`config.mk`:
```
export PLATFORM = sky130hd
export DESIGN_NAME = qpot_twowire_slave
export DESIGN_NICKNAME = d
export VERILOG_FILES = /design/src/rtl/qpot_pkg.sv /design/src/rtl/qpot_bus_front.sv /design/src/rtl/qpot_byte_engine.sv /design/src/rtl/qpot_reg_bank.sv /design/src/rtl/qpot_twowire_slave.sv
export SDC_FILE = /design/constraint.sdc
export NUM_CORES = 1
export LEC_CHECK = 0
export BUFFER_PORTS_ARGS = -buffer_cell sky130_fd_sc_hd__buf_2
export CORE_AREA = 2 2 114 116
export CTS_CLUSTER_SIZE = 20
export DETAILED_ROUTE_END_ITERATION = 10
export DIE_AREA = 0 0 116 118
export GPL_ROUTABILITY_DRIVEN = 1
export GPL_TIMING_DRIVEN = 0
export PLACE_DENSITY = 0.78
export SLEW_MARGIN = 10
export SYNTH_ARGS = -nofsm -noshare
export SYNTH_HDL_FRONTEND = slang
export SYNTH_SLANG_ARGS = --single-unit
```
`constraint.sdc`:
```
create_clock -name clk -period 6 [get_ports clk]
set_input_delay 1.2 -clock clk [delete_from_list [all_inputs] [get_ports clk]]
set_output_delay 1.2 -clock clk [all_outputs]
set_load 0.01 [all_outputs]
```
`src/rtl/qpot_pkg.sv`:
```
// Shared constants and types for the quad potentiometer two-wire slave.
// Assumes bus bytes are eight bits and that the status register sits at select 7.
package qpot_pkg;
    localparam int BYTE_W = 8;
    localparam logic [2:0] ADDR_STATUS = 3'd7;

    typedef enum logic [1:0] {
        SLOT_DEV  = 2'd0,
        SLOT_ADDR = 2'd1,
        SLOT_DATA = 2'd2,
        SLOT_TAIL = 2'd3
    } byte_slot_t;
endpackage

```
`src/rtl/qpot_bus_front.sv`:
```
// Bus front end: brings SCL and SDA into the clk domain through a flop chain
// and derives single-cycle SCL edge, START and STOP pulses.
// Assumes clk runs many times faster than SCL; the lines idle high.
module qpot_bus_front #(
    parameter int SYNC_STAGES = 2
) (
    input  logic clk,
    input  logic rst_n,
    input  logic scl_i,
    input  logic sda_i,
    output logic sda_o,
    output logic scl_rise_o,
    output logic scl_fall_o,
    output logic start_o,
    output logic stop_o
);
    logic [SYNC_STAGES:0] scl_sh;
    logic [SYNC_STAGES:0] sda_sh;
    logic scl_s, scl_d, sda_s, sda_d;

    // Shift the raw pins through the synchroniser plus one history stage.
    always_ff @(posedge clk) begin
        if (!rst_n) begin
            scl_sh <= '1;
            sda_sh <= '1;
        end else begin
            scl_sh <= {scl_sh[SYNC_STAGES-1:0], scl_i};
            sda_sh <= {sda_sh[SYNC_STAGES-1:0], sda_i};
        end
    end

    assign scl_s = scl_sh[SYNC_STAGES-1];
    assign scl_d = scl_sh[SYNC_STAGES];
    assign sda_s = sda_sh[SYNC_STAGES-1];
    assign sda_d = sda_sh[SYNC_STAGES];

    // Edge and condition decode on the synchronised samples.
    always_comb begin
        sda_o      = sda_s;
        scl_rise_o = scl_s & ~scl_d;
        scl_fall_o = ~scl_s & scl_d;
        start_o    = scl_s & scl_d & sda_d & ~sda_s;
        stop_o     = scl_s & scl_d & ~sda_d & sda_s;
    end
endmodule

```
`src/rtl/qpot_byte_engine.sv`:
```
// Byte engine: shifts in bits on SCL rise, decides the acknowledge at the SCL
// fall after the eighth bit, and walks device, register and data bytes.
// Issues one write strobe per accepted data byte. Assumes the front end
// pulses are single-cycle and mutually exclusive in practice.
module qpot_byte_engine import qpot_pkg::*; #(
    parameter int         NUM_CH  = 4,
    parameter logic [3:0] DEV_TAG = 4'b0101
) (
    input  logic              clk,
    input  logic              rst_n,
    input  logic              sda_i,
    input  logic              scl_rise_i,
    input  logic              scl_fall_i,
    input  logic              start_i,
    input  logic              stop_i,
    input  logic [2:0]        hw_addr_i,
    input  logic              busy_i,
    output logic              ack_o,
    output logic              wr_stb_o,
    output logic [2:0]        wr_sel_o,
    output logic [BYTE_W-1:0] wr_data_o
);
    localparam logic [2:0] CH_LIMIT = 3'(NUM_CH);

    logic              active_q;
    logic              ack_q;
    byte_slot_t        slot_q;
    logic [3:0]        bit_cnt_q;
    logic [BYTE_W-1:0] shreg_q;
    logic [2:0]        sel_q;
    logic              wr_stb_q;
    logic [BYTE_W-1:0] wr_data_q;
    logic              dev_ok;
    logic              addr_ok;
    byte_slot_t        slot_next;

    // Match rules for the device and register bytes.
    always_comb begin
        dev_ok  = !busy_i && (shreg_q[7:4] == DEV_TAG) &&
                  (shreg_q[3:1] == hw_addr_i) && !shreg_q[0];
        addr_ok = (shreg_q[7:3] == 5'd0) &&
                  ((shreg_q[2:0] == ADDR_STATUS) || (shreg_q[2:0] < CH_LIMIT));
    end

    // Byte order within one transfer.
    always_comb begin
        case (slot_q)
            SLOT_DEV:  slot_next = SLOT_ADDR;
            SLOT_ADDR: slot_next = SLOT_DATA;
            default:   slot_next = SLOT_TAIL;
        endcase
    end

    // Transfer sequencing, bit shifting and acknowledge control.
    always_ff @(posedge clk) begin
        if (!rst_n) begin
            active_q  <= 1'b0;
            ack_q     <= 1'b0;
            slot_q    <= SLOT_DEV;
            bit_cnt_q <= 4'd0;
            shreg_q   <= '0;
            sel_q     <= 3'd0;
            wr_stb_q  <= 1'b0;
            wr_data_q <= '0;
        end else begin
            wr_stb_q <= 1'b0;
            if (start_i) begin
                active_q  <= 1'b1;
                slot_q    <= SLOT_DEV;
                bit_cnt_q <= 4'd0;
                ack_q     <= 1'b0;
            end else if (stop_i) begin
                active_q  <= 1'b0;
                bit_cnt_q <= 4'd0;
                ack_q     <= 1'b0;
            end else if (active_q) begin
                if (scl_rise_i) begin
                    if (bit_cnt_q < 4'd8) begin
                        shreg_q   <= {shreg_q[BYTE_W-2:0], sda_i};
                        bit_cnt_q <= bit_cnt_q + 4'd1;
                    end else if (bit_cnt_q == 4'd8) begin
                        bit_cnt_q <= 4'd9;
                    end
                end else if (scl_fall_i) begin
                    if (bit_cnt_q == 4'd8) begin
                        case (slot_q)
                            SLOT_DEV:  ack_q <= dev_ok;
                            SLOT_ADDR: begin
                                ack_q <= addr_ok;
                                sel_q <= shreg_q[2:0];
                            end
                            SLOT_DATA: begin
                                ack_q     <= 1'b1;
                                wr_stb_q  <= 1'b1;
                                wr_data_q <= shreg_q;
                            end
                            default:   ack_q <= 1'b0;
                        endcase
                    end else if (bit_cnt_q == 4'd9) begin
                        ack_q     <= 1'b0;
                        bit_cnt_q <= 4'd0;
                        if (ack_q) slot_q   <= slot_next;
                        else       active_q <= 1'b0;
                    end
                end
            end
        end
    end

    assign ack_o     = ack_q;
    assign wr_stb_o  = wr_stb_q;
    assign wr_sel_o  = sel_q;
    assign wr_data_o = wr_data_q;

    // the pull-down only exists in the ninth-bit slot.
    p_ack_in_slot_r10: assert property (@(posedge clk) disable iff (!rst_n)
        ack_q |-> (bit_cnt_q >= 4'd8));
    // the pull is released at the SCL fall ending the ninth bit.
    p_ack_release_r10: assert property (@(posedge clk) disable iff (!rst_n)
        (ack_q && scl_fall_i && bit_cnt_q == 4'd9) |=> !ack_q);
    // a device byte is never acknowledged while busy.
    p_no_dev_ack_busy_r8: assert property (@(posedge clk) disable iff (!rst_n)
        ($rose(ack_q) && slot_q == SLOT_DEV) |-> !$past(busy_i));
    // an acknowledged register byte has clear upper bits.
    p_addr_upper_zero_r4: assert property (@(posedge clk) disable iff (!rst_n)
        ($rose(ack_q) && slot_q == SLOT_ADDR) |-> (shreg_q[7:3] == 5'd0));
endmodule

```
`src/rtl/qpot_reg_bank.sv`:
```
// Register bank: wiper registers, data register rows, status flags and the
// modelled nonvolatile busy counter. Applies each write strobe and starts
// the busy window on STOP after a data row write.
// Assumes NUM_ROWS is a power of two reachable from status bits above bit 0.
module qpot_reg_bank import qpot_pkg::*; #(
    parameter int NUM_CH    = 4,
    parameter int NUM_ROWS  = 2,
    parameter int NV_CYCLES = 2000
) (
    input  logic                     clk,
    input  logic                     rst_n,
    input  logic                     wr_stb_i,
    input  logic [2:0]               wr_sel_i,
    input  logic [BYTE_W-1:0]        wr_data_i,
    input  logic                     wp_i,
    input  logic                     stop_i,
    output logic                     busy_o,
    output logic [NUM_CH*BYTE_W-1:0] wiper_o
);
    localparam int CH_W  = (NUM_CH > 1) ? $clog2(NUM_CH) : 1;
    localparam int ROW_W = (NUM_ROWS > 1) ? $clog2(NUM_ROWS) : 1;
    localparam int CNT_W = $clog2(NV_CYCLES + 1);

    logic [BYTE_W-1:0] wiper_q [NUM_CH];
    logic [BYTE_W-1:0] dr_q    [NUM_ROWS][NUM_CH];
    logic              nv_en_q;
    logic [ROW_W-1:0]  row_q;
    logic              pending_q;
    logic [CNT_W-1:0]  busy_cnt_q;

    logic              is_status;
    logic              is_ch;
    logic              nv_path;
    logic [CH_W-1:0]   sel_ch;
    logic [ROW_W-1:0]  new_row;
    logic              unused_status_bits;
    logic [NUM_CH*BYTE_W-1:0] row_flat [NUM_ROWS];

    // Decode of the current write request.
    always_comb begin
        is_status = (wr_sel_i == ADDR_STATUS);
        is_ch     = (wr_sel_i < 3'(NUM_CH));
        nv_path   = nv_en_q & wp_i;
        sel_ch    = wr_sel_i[CH_W-1:0];
        new_row   = wr_data_i[1 +: ROW_W];
    end
    assign unused_status_bits = ^wr_data_i[BYTE_W-1:1+ROW_W];

    // Register updates for status, wiper and data row writes.
    always_ff @(posedge clk) begin
        if (!rst_n) begin
            for (int c = 0; c < NUM_CH; c++) begin
                wiper_q[c] <= '0;
                for (int r = 0; r < NUM_ROWS; r++) dr_q[r][c] <= '0;
            end
            nv_en_q   <= 1'b0;
            row_q     <= '0;
        end else if (wr_stb_i) begin
            if (is_status) begin
                nv_en_q <= wr_data_i[0];
                row_q   <= new_row;
                for (int c = 0; c < NUM_CH; c++) wiper_q[c] <= dr_q[new_row][c];
            end else if (is_ch) begin
                if (nv_path) begin
                    dr_q[row_q][sel_ch] <= wr_data_i;
                    for (int c = 0; c < NUM_CH; c++)
                        wiper_q[c] <= (CH_W'(c) == sel_ch) ? wr_data_i : dr_q[row_q][c];
                end else begin
                    wiper_q[sel_ch] <= wr_data_i;
                end
            end
        end
    end

    // Busy window: armed by a data row write, started at STOP, counted down.
    always_ff @(posedge clk) begin
        if (!rst_n) begin
            pending_q  <= 1'b0;
            busy_cnt_q <= '0;
        end else begin
            if (wr_stb_i && is_ch && !is_status && nv_path)
                pending_q <= 1'b1;
            if (stop_i && pending_q) begin
                pending_q  <= 1'b0;
                busy_cnt_q <= CNT_W'(NV_CYCLES);
            end else if (busy_cnt_q != '0) begin
                busy_cnt_q <= busy_cnt_q - 1'b1;
            end
        end
    end

    assign busy_o = (busy_cnt_q != '0);

    generate
        for (genvar g = 0; g < NUM_CH; g++) begin : g_pack
            assign wiper_o[g*BYTE_W +: BYTE_W] = wiper_q[g];
            for (genvar r = 0; r < NUM_ROWS; r++) begin : g_row
                assign row_flat[r][g*BYTE_W +: BYTE_W] = dr_q[r][g];
            end
        end
    endgenerate

    // wipers change only on a write strobe.
    p_wiper_hold_r5: assert property (@(posedge clk) disable iff (!rst_n)
        !wr_stb_i |=> $stable(wiper_o));
    // after a status write the wipers mirror the selected row.
    p_status_row_load_r6: assert property (@(posedge clk) disable iff (!rst_n)
        (wr_stb_i && is_status) |=> (wiper_o == row_flat[row_q]));
    // STOP after a data row write makes the slave busy.
    p_nv_start_r8: assert property (@(posedge clk) disable iff (!rst_n)
        (stop_i && pending_q) |=> busy_o);
    // the busy window counts down one per clock.
    p_busy_count_r8: assert property (@(posedge clk) disable iff (!rst_n)
        (busy_cnt_q != '0 && !(stop_i && pending_q)) |=> (busy_cnt_q == $past(busy_cnt_q) - 1'b1));
endmodule

```
`src/rtl/qpot_twowire_slave.sv`:
```
// Top level of the quad potentiometer two-wire write slave: bus front end,
// byte engine and register bank. wp_i and hw_addr_i are static straps.
module qpot_twowire_slave import qpot_pkg::*; #(
    parameter int NUM_CH      = 4,
    parameter int NUM_ROWS    = 2,
    parameter int NV_CYCLES   = 2000,
    parameter int SYNC_STAGES = 2
) (
    input  logic                     clk,
    input  logic                     rst_n,
    input  logic                     scl_i,
    input  logic                     sda_i,
    input  logic                     wp_i,
    input  logic [2:0]               hw_addr_i,
    output logic                     sda_pull_o,
    output logic [NUM_CH*BYTE_W-1:0] wiper_o
);
    logic              sda_s, scl_rise, scl_fall, start_p, stop_p;
    logic              busy, wr_stb;
    logic [2:0]        wr_sel;
    logic [BYTE_W-1:0] wr_data;

    qpot_bus_front #(.SYNC_STAGES(SYNC_STAGES)) u_front (
        .clk(clk), .rst_n(rst_n), .scl_i(scl_i), .sda_i(sda_i),
        .sda_o(sda_s), .scl_rise_o(scl_rise), .scl_fall_o(scl_fall),
        .start_o(start_p), .stop_o(stop_p)
    );

    qpot_byte_engine #(.NUM_CH(NUM_CH)) u_engine (
        .clk(clk), .rst_n(rst_n), .sda_i(sda_s),
        .scl_rise_i(scl_rise), .scl_fall_i(scl_fall),
        .start_i(start_p), .stop_i(stop_p), .hw_addr_i(hw_addr_i),
        .busy_i(busy), .ack_o(sda_pull_o), .wr_stb_o(wr_stb),
        .wr_sel_o(wr_sel), .wr_data_o(wr_data)
    );

    qpot_reg_bank #(.NUM_CH(NUM_CH), .NUM_ROWS(NUM_ROWS), .NV_CYCLES(NV_CYCLES)) u_bank (
        .clk(clk), .rst_n(rst_n), .wr_stb_i(wr_stb), .wr_sel_i(wr_sel),
        .wr_data_i(wr_data), .wp_i(wp_i), .stop_i(stop_p),
        .busy_o(busy), .wiper_o(wiper_o)
    );
endmodule

```
==> summary.txt, run 1 <==
Timing
  • Slew HR: 0.186
  • Count of pins over their slew limit: 0
  • Final number of setup-violating endpoints: 0
  • Hold Fails Final Rpt: 0
  • Final hold slack: 0.420 ns
  • Fmax achieved: 336 MHz
  • Setup skew after layout: 0.00976 ns
  • Unrepaired setup endpoints after global routing: false
  • Final Cycle Share: 0.495
  • Total negative setup slack: 0 ns
  • Minimum clock period: 2.97 ns
  • Least-Margin Pin Slew: 1.21 ns

Route
  • Count of routing violations after the opening detailed-route iteration: 608
  • Total DRC errors in the routed layout: 0
  • Final wirelength: 17.4 mm
  • Antenna viol nets, final: 0
  • Routed via count: 5620
  • First-pass DRT Iterations: 6
  • Routed wire per std cell: 18.6 µm
  • Post-DR vias/cell: 6.02

Power
  • Combinational Power Share: 0.118
  • Part of the total power dissipated in the clock network: 0.410
  • Switching share of total power: 0.244
  • Power share of the sequential group: 0.472
  • Pleak: 3.00 nW
  • Ratio of total power to cell area: 301 nW/µm²
  • Peak ir drop on the vdd network: 0.288 mV
  • Internal Dissipation: 0.00191 W
  • Net Sw Power: 0.000618 W

Worst setup path
  • Critical path required time: 6.04 ns
  • Worst-path maximum fanout: 8
  • Worst R2R Setup Slack: 3.37 ns
  • Startpoint type of the worst setup path: input pin
  • Category of the critical setup timing path: input pin to flip-flop
  • Source of the critical timing path: rst_n
  • Critical Path Sink Type: flip-flop
  • Reg2reg start: u_engine.wr_sel_o[0]
  • Arrival time of data at the critical path endpoint: 3.01 ns

GRT
  • Total GRT Usage: 0.265
  • Largest net degree at the start of global routing: 17
  • Sum of overflow across all layers after global routing: 0
  • Antenna violations before repair: 0
  • Global-route wire length before repair: 27.6 mm
  • Vias in the first global route: 5511

Floorplanning
  • Area of the core region: 12400 µm²
  • Die area: 13700 µm²
  • Initial core utilization: 0.596
  • Horizontal die dimension: 116 µm
  • Standard-cell row count: 41
  • Die Y-Extent: 118 µm
  • # IOs: 41

Synthesis
  • Cell area after synthesis: 7400 µm²
  • Ys async rst share: 0
  • Synthesized area per cell: 10.7 µm²
  • Post-synthesis cell type count: 61
  • Yosys synthesis warning count: 0
  • Share of synthesized area occupied by flip-flops and latches: 0.525
  • Post-synthesis sequential element count: 146
  • Post-Syn Instances: 690
  • Number of enable flip-flop cells after synthesis: 96
  • Net count after synthesis: 706
  • Commonest register cell after synthesis: sky130_fd_sc_hd__edfxtp_1

CTS
  • Setup fix buffers added after clock tree synthesis: 0
  • Source-to-sink clock delay at the later pin of the worst-skew pair: 0.43 ns
  • Max Root-Sink Buffers: 2
  • Clock tree root driver cell: sky130_fd_sc_hd__clkbuf_16
  • Number of sinks handled by clock tree synthesis: 146
  • Post-CTS Resized: 0
  • CTS buffer count: 17
  • TritonCTS clock tree: built
  • CTS HTree Levels: 4
  • Total of hold buffers inserted after clock tree synthesis: 0
  • Clock transition at the register clock pins on the worst setup and hold paths after CTS: 0.06 ns

Flow run
  • Max-cap check violation count: 0

Placed design
  • Global placer's final weighted congestion: 0.944
  • Buffers added on ports: 40
  • Half-perimeter wire length after detailed placement: 12.3 mm
  • Cell count after placement: 902

Final layout
  • NumNets Final: 765
  • Area used by sequential logic in the layout: 3880 µm²
  • Synth-to-Final Area Change: 13.6%
  • Number of filler cells placed in the layout: 943
  • Most used cells in the layout excluding fill and tap cells: sky130_fd_sc_hd__edfxtp_1 (96), sky130_fd_sc_hd__nand2_1 (72), sky130_fd_sc_hd__mux2i_1 (63), sky130_fd_sc_hd__and2_1 (59), sky130_fd_sc_hd__buf_2 (52)
  • Diodes inserted: 0
  • Number of standard cells in the layout, taps in and fillers out: 934
  • Area of combinational cells with multiple inputs: 3280 µm²
  • Leading cell type in the layout, fill and taps excluded: sky130_fd_sc_hd__edfxtp_1
  • Layout Utilization: 0.677
  • Share of cells above drive strength 1: 0.152

Worst hold path
  • HP Start: u_front.sda_sh[0]
  • Hold Crit Class: flip-flop to flip-flop

Outcome
  • Outcome: finished clean
## cell type report
class,count,share of cell area
Sequential cell,146,0.462
Clock buffer,23,0.0610
Tap cell,172,0.0256
Multi-Input combinational cell,485,0.390
Timing Repair Buffer,40,0.0238
Clock inverter,9,0.00908
Inverter,12,0.00536
Buffer,47,0.0232
## registers in the layout, summed over array words and instances (netlist names), 2 cells and up, named ones only
| register | count |
|---|---|
| u_engine.shreg_q | 8 |
| u_engine.wr_data_o | 8 |
| u_front.sda_sh | 3 |
| u_engine.slot_q | 2 |
| u_bank.dr_q | 64 |
| u_engine.wr_sel_o | 3 |
| u_front.scl_sh | 3 |
| u_bank.wiper_q | 32 |
| u_engine.bit_cnt_q | 4 |
| u_bank.busy_cnt_q | 11 |
## per-layer routing
layer	up-vias	wire length, µm	track usage	share of wire
met5	-	0	0	0
met4	0	753	0.144	0.043
met3	55	1220	0.0587	0.070
met2	247	8570	0.438	0.49
met1	2665	6860	0.320	0.39
li1	2653	-	-	-
## per-stage QoR
stage / power, W / setup slack (ns) / cell area (µm²)
6_report: 0.00253 / 3.03 / 8410
5_1_grt: 0.00262 / 2.90 / 8410
4_1_cts: 0.00254 / 3.04 / 8410
3_5_place_dp: 0.00151 / 2.60 / 7820
3_3_place_gp: 0.00149 / 2.66 / 7820
2_1_floorplan: 0.00143 / 3.31 / 7400
## power by group through the flow
stage	Sequential (W)	Combinational, W	Clock (W)
floorplan	0.00120	0.000230	0
global placement	0.00121	0.000279	0
detailed placement	0.00121	0.000296	0
CTS	0.00119	0.000298	0.00105
global route	0.00120	0.000332	0.00109
finish	0.00119	0.000297	0.00104
## path summary, 6_finish.rpt
path | endpoint | depth (start not counted)
worst max register to register | u_bank.dr_q[1][30] | 5
worst min-delay path | u_front.sda_sh[1] | 1
worst min register to register | u_front.sda_sh[1] | 1
worst max-delay path | u_bank.dr_q[1][30] | 5
## worst max-delay path, stage by stage
cell and delay [ns]:
sky130_fd_sc_hd__buf_2 0.19, sky130_fd_sc_hd__and3b_1 0.19, sky130_fd_sc_hd__buf_2 0.15, sky130_fd_sc_hd__nand3_1 0.25, sky130_fd_sc_hd__o21ai_0 1.02
## Yosys cell counts, drive strengths merged (2+ instances only)
cell type | instances | share of area
edfxtp | 96 | 0.39
nand2 | 72 | 0.037
mux2i | 63 | 0.085
and2 | 59 | 0.050
dfxtp | 50 | 0.14
nor2 | 39 | 0.020
o21ai | 32 | 0.022
clkbuf | 30 | 0.015
o22ai | 21 | 0.018
buf | 17 | 0.011
mux2 | 16 | 0.024
nand2b | 16 | 0.014
nor4 | 16 | 0.018
a31oi | 14 | 0.012
a21oi | 13 | 0.0098
nand3 | 13 | 0.0088
o211ai | 12 | 0.012
inv | 11 | 0.0056
a211oi | 9 | 0.0091
and3 | 9 | 0.0076
a2bb2oi | 8 | 0.0095
ha | 8 | 0.014
nor3 | 7 | 0.0054
or3 | 7 | 0.0059
a22oi | 5 | 0.0051
or2 | 5 | 0.0042
xnor2 | 5 | 0.0059
xor2 | 4 | 0.0047
and3b | 3 | 0.0037
nand3b | 3 | 0.0047
a2111oi | 2 | 0.0049
a221oi | 2 | 0.0024
a31o | 2 | 0.0024
and4bb | 2 | 0.0034
nor2b | 2 | 0.0017
nor3b | 2 | 0.0020
## cells by family after synthesis
logic type	count (synthesis)	synth area share
muxes	79	0.110
buffers and inverters	59	0.0325
and+or+nand+nor	261	0.194
AOI/OAI and AO/OA	128	0.115
adders and majority gates	8	0.0135
DFF	146	0.525
xor gates and xnor gates	9	0.0106
Power figures use the tool's default switching activity.
==> run 2: changes to the inputs <==
Settings changed: ABC_AREA set to 1, CORE_AREA 2 2 114 116 to 2 2 119 121, DIE_AREA 0 0 116 118 to 0 0 121 123, PLACE_DENSITY 0.78 to 0.74.
Clock period 6 ns to 2.55 ns, I/O delays scaled along.
==> summary.txt, run 2 <==
Floorplanning
  • # IOs: 41
  • Initial core utilization: 0.536
  • Die Y-Extent: 123 µm
  • Standard-cell row count: 43
  • Horizontal die dimension: 121 µm
  • Area of the core region: 13600 µm²
  • Die area: 14900 µm²

Placed design
  • Global placer's final weighted congestion: 0.880
  • Post-Place Setup Slack: 0.357 ns
  • Half-perimeter wire length after detailed placement: 12.6 mm
  • Buffers added on ports: 39

Synthesis
  • Share of synthesized cell area in full adder, half adder and majority cells: 0.0137
  • Post-synthesis cell type count: 36
  • Synthesized area per cell: 8.60 µm²
  • Cell with the most instances after synthesis: sky130_fd_sc_hd__nand2_1
  • Largest family of logic cells by synthesized area: simple AND/OR/NAND/NOR gates
  • Mux contribution to synthesized area: 0
  • Net count after synthesis: 864
  • Portion of synthesized cell area occupied by the leading cell type: 0.395
  • Number of enable flip-flop cells after synthesis: 96
  • List of most frequent post-synthesis cells: sky130_fd_sc_hd__nand2_1 (167), sky130_fd_sc_hd__nor2_1 (112), sky130_fd_sc_hd__edfxtp_1 (96)
  • Commonest register cell after synthesis: sky130_fd_sc_hd__edfxtp_1
  • Cell area after synthesis: 7290 µm²
  • Share of synthesized area occupied by flip-flops and latches: 0.532
  • Top cells by area, synth: sky130_fd_sc_hd__edfxtp_1 (40%), sky130_fd_sc_hd__dfxtp_1 (14%), sky130_fd_sc_hd__nand2_1 (8.6%)
  • Yosys synthesis warning count: 0
  • Synth Area in XOR/XNOR: 0.00480
  • Ys async rst share: 0
  • Area leader, netlist: sky130_fd_sc_hd__edfxtp_1
  • Simple-gate portion of the synthesized area: 0.236
  • Synth Area in Compound Gates: 0.139
  • Post-Syn Instances: 848
  • Post-synthesis sequential element count: 146

Route
  • Antenna viol nets, final: 0
  • Routed via count: 6196
  • Post-DR vias/cell: 5.64
  • First-pass DRT Iterations: 6
  • Final wirelength: 18.4 mm
  • Count of routing violations after the opening detailed-route iteration: 828
  • Routed wire per std cell: 16.7 µm
  • Total DRC errors in the routed layout: 0

Final layout
  • Share of cells above drive strength 1: 0.128
  • Number of filler cells placed in the layout: 1156
  • Max FFs per register: 64
  • NumNets Final: 922
  • Registers with the most flip-flops: u_bank.dr_q x64, u_bank.wiper_q x32, u_bank.busy_cnt_q x11
  • Leading cell type in the layout, fill and taps excluded: sky130_fd_sc_hd__nand2_1
  • Synth-to-Final Area Change: 14.0%
  • Top reg by flops: u_bank.dr_q
  • Diodes inserted: 0
  • Most used cells in the layout excluding fill and tap cells: sky130_fd_sc_hd__nand2_1 (167), sky130_fd_sc_hd__nor2_1 (112), sky130_fd_sc_hd__edfxtp_1 (96), sky130_fd_sc_hd__o21ai_0 (85), sky130_fd_sc_hd__inv_1 (78)

Outcome
  • Outcome: finished clean

Timing
  • Unrepaired setup endpoints after global routing: false
  • Final setup margin: 0.552 ns
  • Count of pins over their slew limit: 0
  • Setup skew after layout: 0.0107 ns
  • Total negative setup slack: 0 ns
  • Hold Fails Final Rpt: 0
  • Fmax achieved: 501 MHz
  • Minimum clock period: 2.00 ns
  • Final Cycle Share: 0.783
  • Final number of setup-violating endpoints: 0
  • Least-Margin Pin Slew: 0.688 ns
  • Slew HR: 0.541
  • Final hold slack: 0.273 ns

CTS
  • Max Root-Sink Buffers: 2
  • TritonCTS clock tree: built
  • Number of sinks handled by clock tree synthesis: 146
  • CTS buffer count: 17
  • CTS HTree Levels: 4
  • Clock transition at the register clock pins on the worst setup and hold paths after CTS: 0.06 ns
  • Clock tree root driver cell: sky130_fd_sc_hd__clkbuf_16
  • Total of hold buffers inserted after clock tree synthesis: 0
  • Post-CTS Resized: 0
  • Source-to-sink clock delay at the later pin of the worst-skew pair: 0.43 ns
  • Setup fix buffers added after clock tree synthesis: 0

GRT
  • Sum of overflow across all layers after global routing: 0
  • Met1 layer usage reported by global route: 0.354
  • Highest-utilization routing layer at the global route stage: met2
  • Largest net degree at the start of global routing: 17
  • Met2 Use GR: 0.405
  • Global-route wire length before repair: 29.2 mm
  • Vias in the first global route: 5669
  • Antenna violations before repair: 0
  • Total GRT Usage: 0.259
  • GR Util met3: 0.0544

Worst setup path
  • Critical Path Sink Type: flip-flop
  • Startpoint type of the worst setup path: flip-flop
  • Depth of the most critical reg-to-reg path: 5
  • Destination of the worst register-to-register timing path: u_bank.dr_q[1][21]
  • Category of the critical setup timing path: flip-flop to flip-flop
  • Critical path required time: 2.63 ns
  • Reg2reg start: u_engine.wr_sel_o[0]
  • Worst-path maximum fanout: 10
  • Worst R2R Setup Slack: 0.55 ns
  • Source of the critical timing path: u_engine.wr_sel_o[0]
  • Arrival time of data at the critical path endpoint: 2.08 ns

Power
  • Ratio of total power to cell area: 724 nW/µm²
  • Pleak: 3.14 nW
  • Peak ir drop on the vdd network: 0.432 mV

Worst hold path
  • HP Start: scl_i
  • Hold Crit Class: input pin to flip-flop
  • End of the worst hold path: u_front.scl_sh[0]
  • Cells on Worst Hold Path: 2

Flow run
  • Max-cap check violation count: 0
==> run 2: through the flow <==
step / std cells / total power (W) / area (µm²) / util
final: 1099 / 0.00602 / 8320 / 0.611
after global routing: 1099 / 0.00627 / 8320 / 0.611
after CTS: 1099 / 0.00604 / 8320 / 0.611
after detailed placement: 1067 / 0.00354 / 7710 / 0.567
after global placement: 1067 / 0.00351 / 7710 / 0.567
after floorplan: 848 / 0.00336 / 7290 / -
==> run 2: cell families after synthesis <==
kind of cell	after synthesis
simple gates	380
compound gates	182
flops	146
buf+inv	128
fa+ha+maj	8
xor+xnor	4
==> run 2: area by class of cell <==
| type | count | area [µm²] | share of cell area |
|---|---|---|---|
| sequential | 146 | 3880 | 0.467 |
| buffer | 37 | 196 | 0.0236 |
| clock buffer | 26 | 543 | 0.0653 |
| timing repair buffer | 39 | 195 | 0.0235 |
| clock inverter | 6 | 61.3 | 0.00737 |
| multi-input combinational | 574 | 2870 | 0.345 |
| tap | 180 | 225 | 0.0271 |
| inverter | 91 | 345 | 0.0415 |
==> run 2: critical path, stage by stage (launching register included) <==
cell and delay, ns:
sky130_fd_sc_hd__dfxtp_1 0.56, sky130_fd_sc_hd__inv_4 0.12, sky130_fd_sc_hd__nor2_4 0.24, sky130_fd_sc_hd__buf_6 0.21, sky130_fd_sc_hd__nand3_4 0.16, sky130_fd_sc_hd__nand2_1 0.36
==> run 2: worst max path at each step <==
| stage | to | depth (start not counted) | slack (ns) |
|---|---|---|---|
| 2_1_floorplan | u_bank.dr_q[0][24] | 6 | 0.73 |
| 3_3_place_gp | u_bank.wiper_q[2][4] | 7 | 0.37 |
| 3_5_place_dp | u_bank.dr_q[0][25] | 6 | 0.36 |
| 4_1_cts | u_bank.dr_q[1][21] | 5 | 0.57 |
| 5_1_grt | u_bank.dr_q[0][29] | 4 | 0.43 |
| 6_report | u_bank.dr_q[1][21] | 5 | 0.55 |
==> run 2: report_power, final <==
| group | internal (W) | total (W) | switching [W] |
|---|---|---|---|
| Combinational | 0.000264 | 0.000732 | 0.000468 |
| Clock | 0.00157 | 0.00252 | 0.000952 |
| Sequential | 0.00268 | 0.00277 | 0.0000924 |
| Total | 0.00451 | 0.00602 | 0.00151 |
==> run 2: per-layer routing <==
| metal | share of wire | vias up | wire [µm] |
|---|---|---|---|
| met5 | 0 | - | 0 |
| met4 | 0.031 | 0 | 564 |
| met3 | 0.085 | 39 | 1560 |
| met2 | 0.45 | 274 | 8290 |
| met1 | 0.43 | 2892 | 7940 |
| li1 | - | 2991 | - |
